--- config.mk ---
export PLATFORM = sky130hd
export DESIGN_NAME = rx_chain_ctrl
export DESIGN_NICKNAME = d
export VERILOG_FILES = /design/src/rtl/rxc_pkg.sv /design/src/rtl/rxc_fifo.sv /design/src/rtl/rxc_regs.sv /design/src/rtl/rxc_walker.sv /design/src/rtl/rx_chain_ctrl.sv
export SDC_FILE = /design/constraint.sdc
export NUM_CORES = 1
export LEC_CHECK = 0
export BUFFER_PORTS_ARGS = -buffer_cell sky130_fd_sc_hd__buf_4
export CORE_MARGIN = 3
export CORE_UTILIZATION = 40
export CTS_BUF_LIST = sky130_fd_sc_hd__clkbuf_16
export DETAILED_ROUTE_END_ITERATION = 8
export PLACE_DENSITY = 0.66
export SYNTH_ARGS = -nofsm -noshare
export SYNTH_HDL_FRONTEND = slang
export SYNTH_SLANG_ARGS = --single-unit
--- constraint.sdc ---
create_clock -name clk_i -period 8.7 [get_ports clk_i]
set_input_delay 1.74 -clock clk_i [delete_from_list [all_inputs] [get_ports clk_i]]
set_output_delay 1.74 -clock clk_i [all_outputs]
set_load 0.01 [all_outputs]
--- src/rtl/rxc_pkg.sv ---
package rxc_pkg;
  typedef enum logic [2:0] {
    ST_IDLE, ST_DRD, ST_CHECK, ST_FILL, ST_WDATA, ST_WCS, ST_ADV
  } rxc_state_e;

  localparam int CS_OWN  = 31;
  localparam int CS_OVF  = 30;
  localparam int CS_IRQ  = 29;
  localparam int LEN_W   = 16;
  localparam int WORD_W  = 32;
  localparam int BYTE_W  = 8;
endpackage

--- src/rtl/rxc_fifo.sv ---
module rxc_fifo #(
  parameter int W     = 9,
  parameter int DEPTH = 8
) (
  input  logic         clk_i,
  input  logic         rst_ni,
  input  logic         flush_i,
  input  logic         push_i,
  input  logic [W-1:0] din_i,
  input  logic         pop_i,
  output logic [W-1:0] dout_o,
  output logic         empty_o,
  output logic         full_o
);
  localparam int PW = (DEPTH > 1) ? $clog2(DEPTH) : 1;
  localparam int CW = $clog2(DEPTH + 1);

  logic [W-1:0]  store_q [DEPTH];
  logic [PW-1:0] wr_q, rd_q;
  logic [CW-1:0] cnt_q;
  logic          do_push, do_pop;

  assign empty_o = (cnt_q == '0);
  assign full_o  = (cnt_q == CW'(DEPTH));
  assign do_push = push_i && !full_o;
  assign do_pop  = pop_i && !empty_o;
  assign dout_o  = store_q[rd_q];

  always_ff @(posedge clk_i) begin
    if (do_push) store_q[wr_q] <= din_i;
  end

  always_ff @(posedge clk_i or negedge rst_ni) begin
    if (!rst_ni) begin
      wr_q  <= '0;
      rd_q  <= '0;
      cnt_q <= '0;
    end else if (flush_i) begin
      wr_q  <= '0;
      rd_q  <= '0;
      cnt_q <= '0;
    end else begin
      if (do_push) wr_q <= (wr_q == PW'(DEPTH - 1)) ? '0 : wr_q + 1'b1;
      if (do_pop)  rd_q <= (rd_q == PW'(DEPTH - 1)) ? '0 : rd_q + 1'b1;
      cnt_q <= cnt_q + CW'(do_push) - CW'(do_pop);
    end
  end

  p_fifo_bound_r3: assert property (@(posedge clk_i) disable iff (!rst_ni)
    cnt_q <= CW'(DEPTH));
  p_flush_empty_r9: assert property (@(posedge clk_i) disable iff (!rst_ni)
    flush_i |=> empty_o);
endmodule

--- src/rtl/rxc_regs.sv ---
module rxc_regs #(
  parameter int AW = 32
) (
  input  logic          clk_i,
  input  logic          rst_ni,
  input  logic          cmd_wr_i,
  input  logic          cmd_en_i,
  input  logic          cmd_dis_i,
  input  logic          cmd_rst_i,
  input  logic          dp_wr_i,
  input  logic [AW-1:0] dp_wdata_i,
  input  logic          dp_load_i,
  input  logic [AW-1:0] dp_next_i,
  input  logic          set_done_i,
  output logic          enable_o,
  output logic          done_o,
  output logic [AW-1:0] dp_o,
  output logic          kick_o,
  output logic          flush_o
);
  logic          enable_q, done_q;
  logic [AW-1:0] dp_q;

  assign flush_o  = cmd_wr_i && cmd_rst_i;
  assign kick_o   = cmd_wr_i && cmd_en_i && !cmd_dis_i && !cmd_rst_i;
  assign enable_o = enable_q;
  assign done_o   = done_q;
  assign dp_o     = dp_q;

  always_ff @(posedge clk_i or negedge rst_ni) begin
    if (!rst_ni) begin
      enable_q <= 1'b0;
      done_q   <= 1'b0;
      dp_q     <= '0;
    end else begin
      if (cmd_wr_i) begin
        if (cmd_rst_i || cmd_dis_i) enable_q <= 1'b0;
        else if (cmd_en_i)          enable_q <= 1'b1;
      end
      if (dp_wr_i || flush_o) done_q <= 1'b0;
      else if (set_done_i)    done_q <= 1'b1;
      if (dp_load_i)    dp_q <= dp_next_i;
      else if (dp_wr_i) dp_q <= dp_wdata_i;
    end
  end

  p_dis_wins_r1: assert property (@(posedge clk_i) disable iff (!rst_ni)
    cmd_wr_i && cmd_dis_i |=> !enable_q);
  p_dp_clears_done_r4: assert property (@(posedge clk_i) disable iff (!rst_ni)
    dp_wr_i |=> !done_q);
  p_reset_clears_r9: assert property (@(posedge clk_i) disable iff (!rst_ni)
    flush_o |=> !enable_q && !done_q);
endmodule

--- src/rtl/rxc_walker.sv ---
module rxc_walker
  import rxc_pkg::*;
#(
  parameter int AW = 32
) (
  input  logic              clk_i,
  input  logic              rst_ni,
  input  logic              flush_i,
  input  logic              kick_i,
  input  logic              enable_i,
  input  logic [AW-1:0]     dp_i,
  input  logic              fifo_empty_i,
  input  logic [BYTE_W:0]   fifo_dout_i,
  output logic              fifo_pop_o,
  output logic              mem_req_o,
  output logic              mem_we_o,
  output logic [AW-1:0]     mem_addr_o,
  output logic [WORD_W-1:0] mem_wdata_o,
  input  logic              mem_ack_i,
  input  logic [WORD_W-1:0] mem_rdata_i,
  output logic              dp_load_o,
  output logic [AW-1:0]     dp_next_o,
  output logic              set_done_o,
  output logic              irq_idle_o,
  output logic              irq_desc_o,
  output logic              busy_o
);
  rxc_state_e        state_q;
  logic [1:0]        widx_q;
  logic [AW-1:0]     link_q, buf_q, wofs_q;
  logic [WORD_W-1:0] cs_q, word_q;
  logic [LEN_W-1:0]  cnt_q;
  logic              pend_q, last_q, ovf_q, irq_idle_q, irq_desc_q;

  logic [BYTE_W-1:0] in_byte;
  logic              in_last, room;

  assign in_byte = fifo_dout_i[BYTE_W-1:0];
  assign in_last = fifo_dout_i[BYTE_W];
  assign room    = cnt_q < cs_q[LEN_W-1:0];

  assign fifo_pop_o = (state_q == ST_FILL) && !fifo_empty_i;
  assign mem_req_o  = (state_q == ST_DRD) || (state_q == ST_WDATA) || (state_q == ST_WCS);
  assign mem_we_o   = (state_q == ST_WDATA) || (state_q == ST_WCS);
  assign busy_o     = (state_q != ST_IDLE);
  assign irq_idle_o = irq_idle_q;
  assign irq_desc_o = irq_desc_q;
  assign dp_load_o  = (state_q == ST_ADV) && (link_q != '0);
  assign dp_next_o  = link_q;
  assign set_done_o = (state_q == ST_ADV) && (link_q == '0);

  always_comb begin
    mem_addr_o  = dp_i + AW'({widx_q, 2'b00});
    mem_wdata_o = '0;
    unique case (state_q)
      ST_WDATA: begin
        mem_addr_o  = buf_q + wofs_q;
        mem_wdata_o = word_q;
      end
      ST_WCS: begin
        mem_addr_o  = dp_i + AW'(8);
        mem_wdata_o = {1'b1, ovf_q, cs_q[CS_IRQ:LEN_W], cnt_q};
      end
      default: ;
    endcase
  end

  always_ff @(posedge clk_i or negedge rst_ni) begin
    if (!rst_ni) begin
      state_q    <= ST_IDLE;
      widx_q     <= '0;
      link_q     <= '0;
      buf_q      <= '0;
      cs_q       <= '0;
      word_q     <= '0;
      wofs_q     <= '0;
      cnt_q      <= '0;
      pend_q     <= 1'b0;
      last_q     <= 1'b0;
      ovf_q      <= 1'b0;
      irq_idle_q <= 1'b0;
      irq_desc_q <= 1'b0;
    end else if (flush_i) begin
      state_q    <= ST_IDLE;
      widx_q     <= '0;
      irq_idle_q <= 1'b0;
      irq_desc_q <= 1'b0;
    end else begin
      irq_idle_q <= 1'b0;
      irq_desc_q <= 1'b0;
      unique case (state_q)
        ST_IDLE: if (kick_i) begin
          state_q <= ST_DRD;
          widx_q  <= '0;
        end
        ST_DRD: if (mem_ack_i) begin
          unique case (widx_q)
            2'd0:    link_q <= AW'(mem_rdata_i);
            2'd1:    buf_q  <= AW'(mem_rdata_i);
            default: cs_q   <= mem_rdata_i;
          endcase
          if (widx_q == 2'd2) begin
            state_q <= ST_CHECK;
            widx_q  <= '0;
          end else begin
            widx_q <= widx_q + 1'b1;
          end
        end
        ST_CHECK: begin
          if (cs_q[CS_OWN]) begin
            irq_idle_q <= 1'b1;
            state_q    <= ST_IDLE;
          end else begin
            state_q <= ST_FILL;
            cnt_q   <= '0;
            wofs_q  <= '0;
            word_q  <= '0;
            pend_q  <= 1'b0;
            last_q  <= 1'b0;
            ovf_q   <= 1'b0;
          end
        end
        ST_FILL: if (!fifo_empty_i) begin
          last_q <= in_last;
          if (room) begin
            word_q[{cnt_q[1:0], 3'b000} +: BYTE_W] <= in_byte;
            cnt_q  <= cnt_q + 1'b1;
            pend_q <= 1'b1;
            if (cnt_q[1:0] == 2'd3 || in_last) state_q <= ST_WDATA;
          end else begin
            ovf_q <= 1'b1;
            if (in_last) state_q <= pend_q ? ST_WDATA : ST_WCS;
          end
        end
        ST_WDATA: if (mem_ack_i) begin
          word_q  <= '0;
          pend_q  <= 1'b0;
          wofs_q  <= wofs_q + AW'(4);
          state_q <= last_q ? ST_WCS : ST_FILL;
        end
        ST_WCS: if (mem_ack_i) begin
          irq_desc_q <= cs_q[CS_IRQ];
          state_q    <= enable_i ? ST_ADV : ST_IDLE;
        end
        ST_ADV: begin
          if (link_q == '0) begin
            irq_idle_q <= 1'b1;
            state_q    <= ST_IDLE;
          end else begin
            state_q <= ST_DRD;
            widx_q  <= '0;
          end
        end
        default: state_q <= ST_IDLE;
      endcase
    end
  end

  p_req_hold_r12: assert property (@(posedge clk_i) disable iff (!rst_ni || flush_i)
    mem_req_o && !mem_ack_i |=> mem_req_o && $stable(mem_addr_o) && $stable(mem_we_o)
      && $stable(mem_wdata_o));
  p_owned_idle_r5: assert property (@(posedge clk_i) disable iff (!rst_ni || flush_i)
    state_q == ST_CHECK && cs_q[CS_OWN] |=> state_q == ST_IDLE && irq_idle_o && !mem_req_o);
  p_count_bound_r11: assert property (@(posedge clk_i) disable iff (!rst_ni)
    state_q == ST_FILL |-> cnt_q <= cs_q[LEN_W-1:0]);
  p_halt_boundary_r7: assert property (@(posedge clk_i) disable iff (!rst_ni || flush_i)
    state_q == ST_WCS && mem_ack_i && !enable_i |=> state_q == ST_IDLE);
  p_flush_idle_r9: assert property (@(posedge clk_i) disable iff (!rst_ni)
    flush_i |=> state_q == ST_IDLE);
  p_irq_excl_r8: assert property (@(posedge clk_i) disable iff (!rst_ni)
    !(irq_idle_o && irq_desc_o));
endmodule

--- src/rtl/rx_chain_ctrl.sv ---
module rx_chain_ctrl
  import rxc_pkg::*;
#(
  parameter int AW         = 32,
  parameter int FIFO_DEPTH = 8
) (
  input  logic          clk_i,
  input  logic          rst_ni,
  input  logic          cmd_wr_i,
  input  logic          cmd_en_i,
  input  logic          cmd_dis_i,
  input  logic          cmd_rst_i,
  input  logic          dp_wr_i,
  input  logic [AW-1:0] dp_wdata_i,
  input  logic          rx_valid_i,
  input  logic [7:0]    rx_data_i,
  input  logic          rx_last_i,
  output logic          rx_ready_o,
  output logic          mem_req_o,
  output logic          mem_we_o,
  output logic [AW-1:0] mem_addr_o,
  output logic [31:0]   mem_wdata_o,
  input  logic          mem_ack_i,
  input  logic [31:0]   mem_rdata_i,
  output logic          irq_idle_o,
  output logic          irq_desc_o,
  output logic          chain_done_o,
  output logic          enabled_o,
  output logic          busy_o
);
  localparam int FW = BYTE_W + 1;

  logic          enable, flush, kick, dp_load, set_done;
  logic [AW-1:0] dp, dp_next;
  logic          f_empty, f_full, f_pop, f_push;
  logic [FW-1:0] f_dout;
  logic          in_frame_q, keep_q, keep_now;

  // accept/drop decision is taken on the first byte of each frame
  assign keep_now   = in_frame_q ? keep_q : enable;
  assign rx_ready_o = keep_now ? !f_full : 1'b1;
  assign f_push     = rx_valid_i && rx_ready_o && keep_now;
  assign enabled_o  = enable;

  always_ff @(posedge clk_i or negedge rst_ni) begin
    if (!rst_ni) begin
      in_frame_q <= 1'b0;
      keep_q     <= 1'b0;
    end else begin
      if (rx_valid_i && rx_ready_o) begin
        in_frame_q <= !rx_last_i;
        if (!in_frame_q) keep_q <= enable;
      end
      if (flush) keep_q <= 1'b0;
    end
  end

  rxc_regs #(.AW(AW)) u_regs (
    .clk_i, .rst_ni, .cmd_wr_i, .cmd_en_i, .cmd_dis_i, .cmd_rst_i,
    .dp_wr_i, .dp_wdata_i,
    .dp_load_i(dp_load), .dp_next_i(dp_next), .set_done_i(set_done),
    .enable_o(enable), .done_o(chain_done_o), .dp_o(dp),
    .kick_o(kick), .flush_o(flush)
  );

  rxc_fifo #(.W(FW), .DEPTH(FIFO_DEPTH)) u_fifo (
    .clk_i, .rst_ni, .flush_i(flush),
    .push_i(f_push), .din_i({rx_last_i, rx_data_i}),
    .pop_i(f_pop), .dout_o(f_dout), .empty_o(f_empty), .full_o(f_full)
  );

  rxc_walker #(.AW(AW)) u_walk (
    .clk_i, .rst_ni, .flush_i(flush), .kick_i(kick), .enable_i(enable), .dp_i(dp),
    .fifo_empty_i(f_empty), .fifo_dout_i(f_dout), .fifo_pop_o(f_pop),
    .mem_req_o, .mem_we_o, .mem_addr_o, .mem_wdata_o, .mem_ack_i, .mem_rdata_i,
    .dp_load_o(dp_load), .dp_next_o(dp_next), .set_done_o(set_done),
    .irq_idle_o, .irq_desc_o, .busy_o
  );

  p_drop_r3: assert property (@(posedge clk_i) disable iff (!rst_ni)
    rx_valid_i && !keep_now |-> rx_ready_o && !f_push);
  p_idle_quiet_r1: assert property (@(posedge clk_i) disable iff (!rst_ni)
    !busy_o |-> !mem_req_o);
endmodule

After elaboration in Yosys (flattened, before gate mapping)
Memory sizes are Yosys's and may differ from the RTL's. Index checks and enable logic that the tools add are counted.

Add/subtract/negate cells: 11. Order comparisons: 1. Eq/ne operators: 26. Shift operators: 2. Mux-type cells: 72. Bitwise operators: 2. Reductions and logical operators: 50.

Operators by type and width (count): 2-to-1 mux 32 bit (7); case mux 32 bit (2 select lines) (3); case mux 32 bit (3 select lines) (1); 2-to-1 mux 3 bit (18); 2-to-1 mux 16 bit (3); adder 32 x 3 -> 32 bit, second input constant (1); adder 32 bit (1); adder 32 x 4 -> 32 bit (1); adder 32 x 4 -> 32 bit, second input constant (1); bitwise mux 32 bit (1); logical NOT 32 bit (1); case mux 16 bit (2 select lines) (1); nonzero test 32 bit (1); variable shift 8 x 7 -> 32 bit, first input constant (1); variable part select 8 x 7 -> 32 bit (1); 2-to-1 mux 1 bit (25); AND reduction 4 bit (6); != test 3 bit, second input constant (7); case mux 3 bit (7 select lines) (1); adder 16 x 1 -> 16 bit, second input constant (1); less-than comparator 16 bit (1); nonzero test 2 bit (8); == test 3 bit, second input constant (5); 2-to-1 mux 2 bit (6); other kinds (32) (62).

Register bits after elaboration: 232. Bits in writable memories: 72. Input bits: 82. Output and inout port bits: 72. Word-level logic and storage cells: 186. Memories kept: 1.

Memories: u_fifo.store_q (depth 8, width 9, read ports 1, clocked after Yosys merged registers in 0, write ports 1, line rxc_fifo.sv:18) `logic [W-1:0] store_q [DEPTH];`.

Depth between registers and ports, before layout
Depth after elaboration: 9. Depth in mapped cells: 13. Depth with buffers taken out: 12.

Hierarchy
Synthesis repeated with hierarchy kept, for this count alone.

Cells, all modules: 1531. Area total of the unflattened synthesis: 16754.8 um^2.

By module, submodules not included: rxc_walker (instances 1, cells an instance 1188, area an instance 11556.1 um^2, sequential area each 4579.4 um^2); rxc_fifo (instances 1, cells an instance 180, area an instance 3463.3 um^2, sequential area each 2412.3 um^2); rxc_regs (instances 1, cells an instance 149, area an instance 1602.8 um^2, sequential area each 850.8 um^2); rx_chain_ctrl (instances 1, cells an instance 14, area an instance 132.6 um^2, sequential area each 50.0 um^2).

Worst setup path before layout
No wires, ideal clock.

Path type: register to output. From: register u_walk.wofs_q[14]. To: output port mem_addr_o[31]. Arrival time: 2.566 ns. Data required time: 6.960 ns. Path slack: 4.394 ns. Stages on the path, launching flop included: 11. Buffers on the path: 0. Path through: dfrtp_1 -> ha_1 -> a211oi_2 -> o21bai_1 -> nor4b_2 -> a211oi_1 -> a41o_1 -> a211o_1 -> o31ai_4 -> xnor2_1 -> o22ai_1.

Word-level cells in the longest chain between the ends: 2.

RTL lines: start: declaration (line rxc_walker.sv:30) `logic [AW-1:0] link_q, buf_q, wofs_q;`; start signal: assignment (line rxc_walker.sv:138) `wofs_q <= wofs_q + AW'(4);`; adder 32 bit (line rxc_walker.sv:57) `mem_addr_o = buf_q + wofs_q;`; case mux 32 bit (2 select lines) (line rxc_walker.sv:55) `unique case (state_q)`; end: declaration (line rx_chain_ctrl.sv:21) `output logic [AW-1:0] mem_addr_o,`.

Every way passes these cells.

Worst setup path after layout
From: register u_walk.state_q[2]. To: output port mem_addr_o[29].

Word-level cells in the longest chain between the ends: 2. Elaborated cells on any way between the ends: 3. Those cells by class: 2 x eq/ne; 1 x mux.

RTL lines: start: declaration (line rxc_walker.sv:28) `rxc_state_e state_q;`; start signal: assignment (line rxc_walker.sv:132) `if (in_last) state_q <= pend_q ? ST_WDATA : ST_WCS;`; start signal: assignment (line rxc_walker.sv:139) `state_q <= last_q ? ST_WCS : ST_FILL;`; start signal: assignment (line rxc_walker.sv:143) `state_q <= enable_i ? ST_ADV : ST_IDLE;`; == test 3 bit (line rxc_walker.sv:55); case mux 32 bit (2 select lines) * (line rxc_walker.sv:55).

Mark *: on every way between the ends. The rest lies on a longest branch, timed or not.

==> out/metrics.yaml <==
status: "finished clean"
h-tree-depth: 2
syn_avg_cell_area_sq_um: 10.69
start_util_pct: 40.68
setup-violations-final: 0
final.period_utilization_pct: 61.79
r2r_setup_slack_ps: 5140
crit_start: "u_walk.state_q[2]"
r2r_start: "u_walk.state_q[2]"
vias: 12410
hold_violations: 0
yosysWarnings: 0
netlist.area_leader.share_pct: 35.21
final_layout_size_suffix_gt1_share_pct: 16.15
seq_area_frac_synth_pct: 48.50
ys_top_cells_by_area: "dfrtp_1 35%, edfxtp_1 13%, mux2_1 6.7%"
tns_ps: 0
die_area_sq_um: 43140
synth_most_common_cell: "dfrtp_1"
clockBufferDepth: 3
synthFlopType: "dfrtp_1"
yosysTopAreaCell: "dfrtp_1"
power.leakage_nw: 8.265
numCtsBuffers: 34
die_h_microns: 207.7
clock-sinks: 301
synth_fp_nets: 1668
grt_max_degree: 85
routed_wl_microns: 45430
cts_resized: 0
coreArea_sq_um: 40010
worstSetupPathType: "flip-flop to output pin"
rows: 73
ys_top_cells_by_count: "229 x dfrtp_1, 165 x nor2_1, 117 x nand2_1"
hold_class: "flip-flop to flip-flop"
clk_latency_ps: 510
regArea_sq_um: 7896
insertedDiodeCount: 0
vias_per_cell: 5.632
worst_pin_slew_ps: 998.3
arrival_ps: 3640
final_cells: 2203
worstPathRequired_ps: 6960
clock.fmax_mhz: 186.0
cts-root-buf: "clkbuf_16"
fillers: 3700
overflow: 0
netlist_area_sq_um: 16270
finClkSkew_ps: 15.50
hpwl_microns: 33450
synthCells: 1522
finalPower_mw: 4.303
num-nets-final: 1800
drt_first_pass_iters: 5
drt_iter0_drc: 1115
final_util_pct: 47.27
drc: 0
layout_min_cycle_time_ps: 5376
ant_nets: 0
die_w_microns: 207.7
holdCritStartpoint: "u_walk.word_q[0]"
start_kind: "flip-flop"
antenna_found_initial: 0
slew_headroom_pct: 33.45
wl_per_cell_microns: 20.62
dp_cells: 2143
holdWs_ps: 488.6
vdd_drop_max_mv: 0.1090
grtUsageTotal_pct: 20.51
hold_buffers: 0
ios: 154
grt_pass1_wl_microns: 71230
grt_pass1_vias: 12110
synth_seq_cells: 301
synth-edff-count: 72
multi_input_area_sq_um: 7929
slew_viol_final: 0
gp_congestion: 0.9343
cts_tree: "built"
worstPathMaxFanout: 67
synth_cell_type_count: 75
synthArstFlopShare_pct: 76.08
area_growth_pct: 16.21
maxCapViolations: 0
rsz0062_at_grt: "false"
cts.reportedPaths.clkPinSlew_ps: 60
powerDensity_nw_per_um2: 227.6
post_cts.repair.setup_buffers: 0
portBuffers: 153
end_kind: "output pin"
cell usage in the layout (no fill, tap or decap), drive strengths merged, types with 37 or more instances in the layout:
cell type,synthesis,final
mux2i,78,78
mux2,106,106
xor2,37,37
inv,45,54
nor2,165,165
edfxtp,72,72
a21oi,109,109
nand2,118,118
o21ai,72,72
dfrtp,229,229
nand3,37,37
ha,62,62
buf,27,169
sequential cells by signal, indices dropped and copies added, names as in the netlist:
name               cells
u_fifo.store_q        72
u_regs.dp_o           32
u_walk.buf_q          32
u_walk.dp_next_o      32
u_walk.word_q         32
u_walk.cs_q           31
u_walk.wofs_q         30
u_walk.cnt_q          16
u_fifo.cnt_q           4
u_fifo.rd_q            3
u_fifo.wr_q            3
u_walk.state_q         3
u_walk.widx_q          2
in_frame_q             1
keep_q                 1
u_regs.done_o          1
u_regs.enable_o        1
u_walk.irq_desc_o      1
u_walk.irq_idle_o      1
u_walk.last_q          1
u_walk.ovf_q           1
u_walk.pend_q          1
cell families after synthesis:
logic type,after synthesis,synth area share (%)
AND/OR/NAND/NOR,465,13.42
flip-flops,301,48.50
AO/OA/AOI/OAI,299,11.64
multiplexers,202,14.62
buffers and inverters,118,2.868
XOR/XNOR,73,3.929
adder cells (fa/ha/maj),64,5.013
worst max-delay path, stage by stage (launching register included):
cell	delay, ps
dfrtp_1	550
nand2b_2	130
buf_4	600
inv_2	510
or3_1	500
a21oi_2	200
nand3_1	120
xor2_1	160
o21ai_1	170
buf_4	150
where the power goes:
part	switching, mW	internal [mW]	leakage, nW	total [mW]
combinational	0.581	0.480	4.09	1.06
clock	0.572	0.714	0.514	1.29
sequential	0.262	1.69	3.66	1.96
area by class of cell:
type	instances	share of cell area (%)
Timing Repair Buffer	169	6.749
Multi-Input combinational cell	1103	41.93
Inverter	45	0.8932
Tap cell	525	3.474
Sequential cell	301	41.76
Clock inverter	26	0.7013
Clock buffer	34	4.499
metal layers:
| metal | wire (microns) | part of all wire, % | track usage [%] | vias up |
|---|---|---|---|---|
| met5 | 0 | 0 | 0 | - |
| li1 | - | - | - | 5796 |
| met4 | 738 | 1.6 | 4.046 | 0 |
| met2 | 21480 | 47 | 33.56 | 388 |
| met3 | 2730 | 6.0 | 3.249 | 47 |
| met1 | 20480 | 45 | 29.20 | 6177 |
per-stage QoR:
stage	instance area (sq um)	setup WS [ps]
finish	18910	3324
global placement	17930	3892
floorplan	16270	4394
global route	18910	3055
detailed placement	17930	3838
CTS	18910	3312
worst paths after layout:
kind | endpoint | cells after the start
setup reg to reg | u_walk.cnt_q[8] | 7
hold / removal | u_walk.word_q[0] | 1
max in group asynchronous | u_walk.cnt_q[8] | 2
hold reg to reg | u_walk.word_q[0] | 1
min in group asynchronous | u_regs.dp_o[25] | 1
setup / recovery | mem_addr_o[29] | 9
Power figures use the tool's default switching activity.
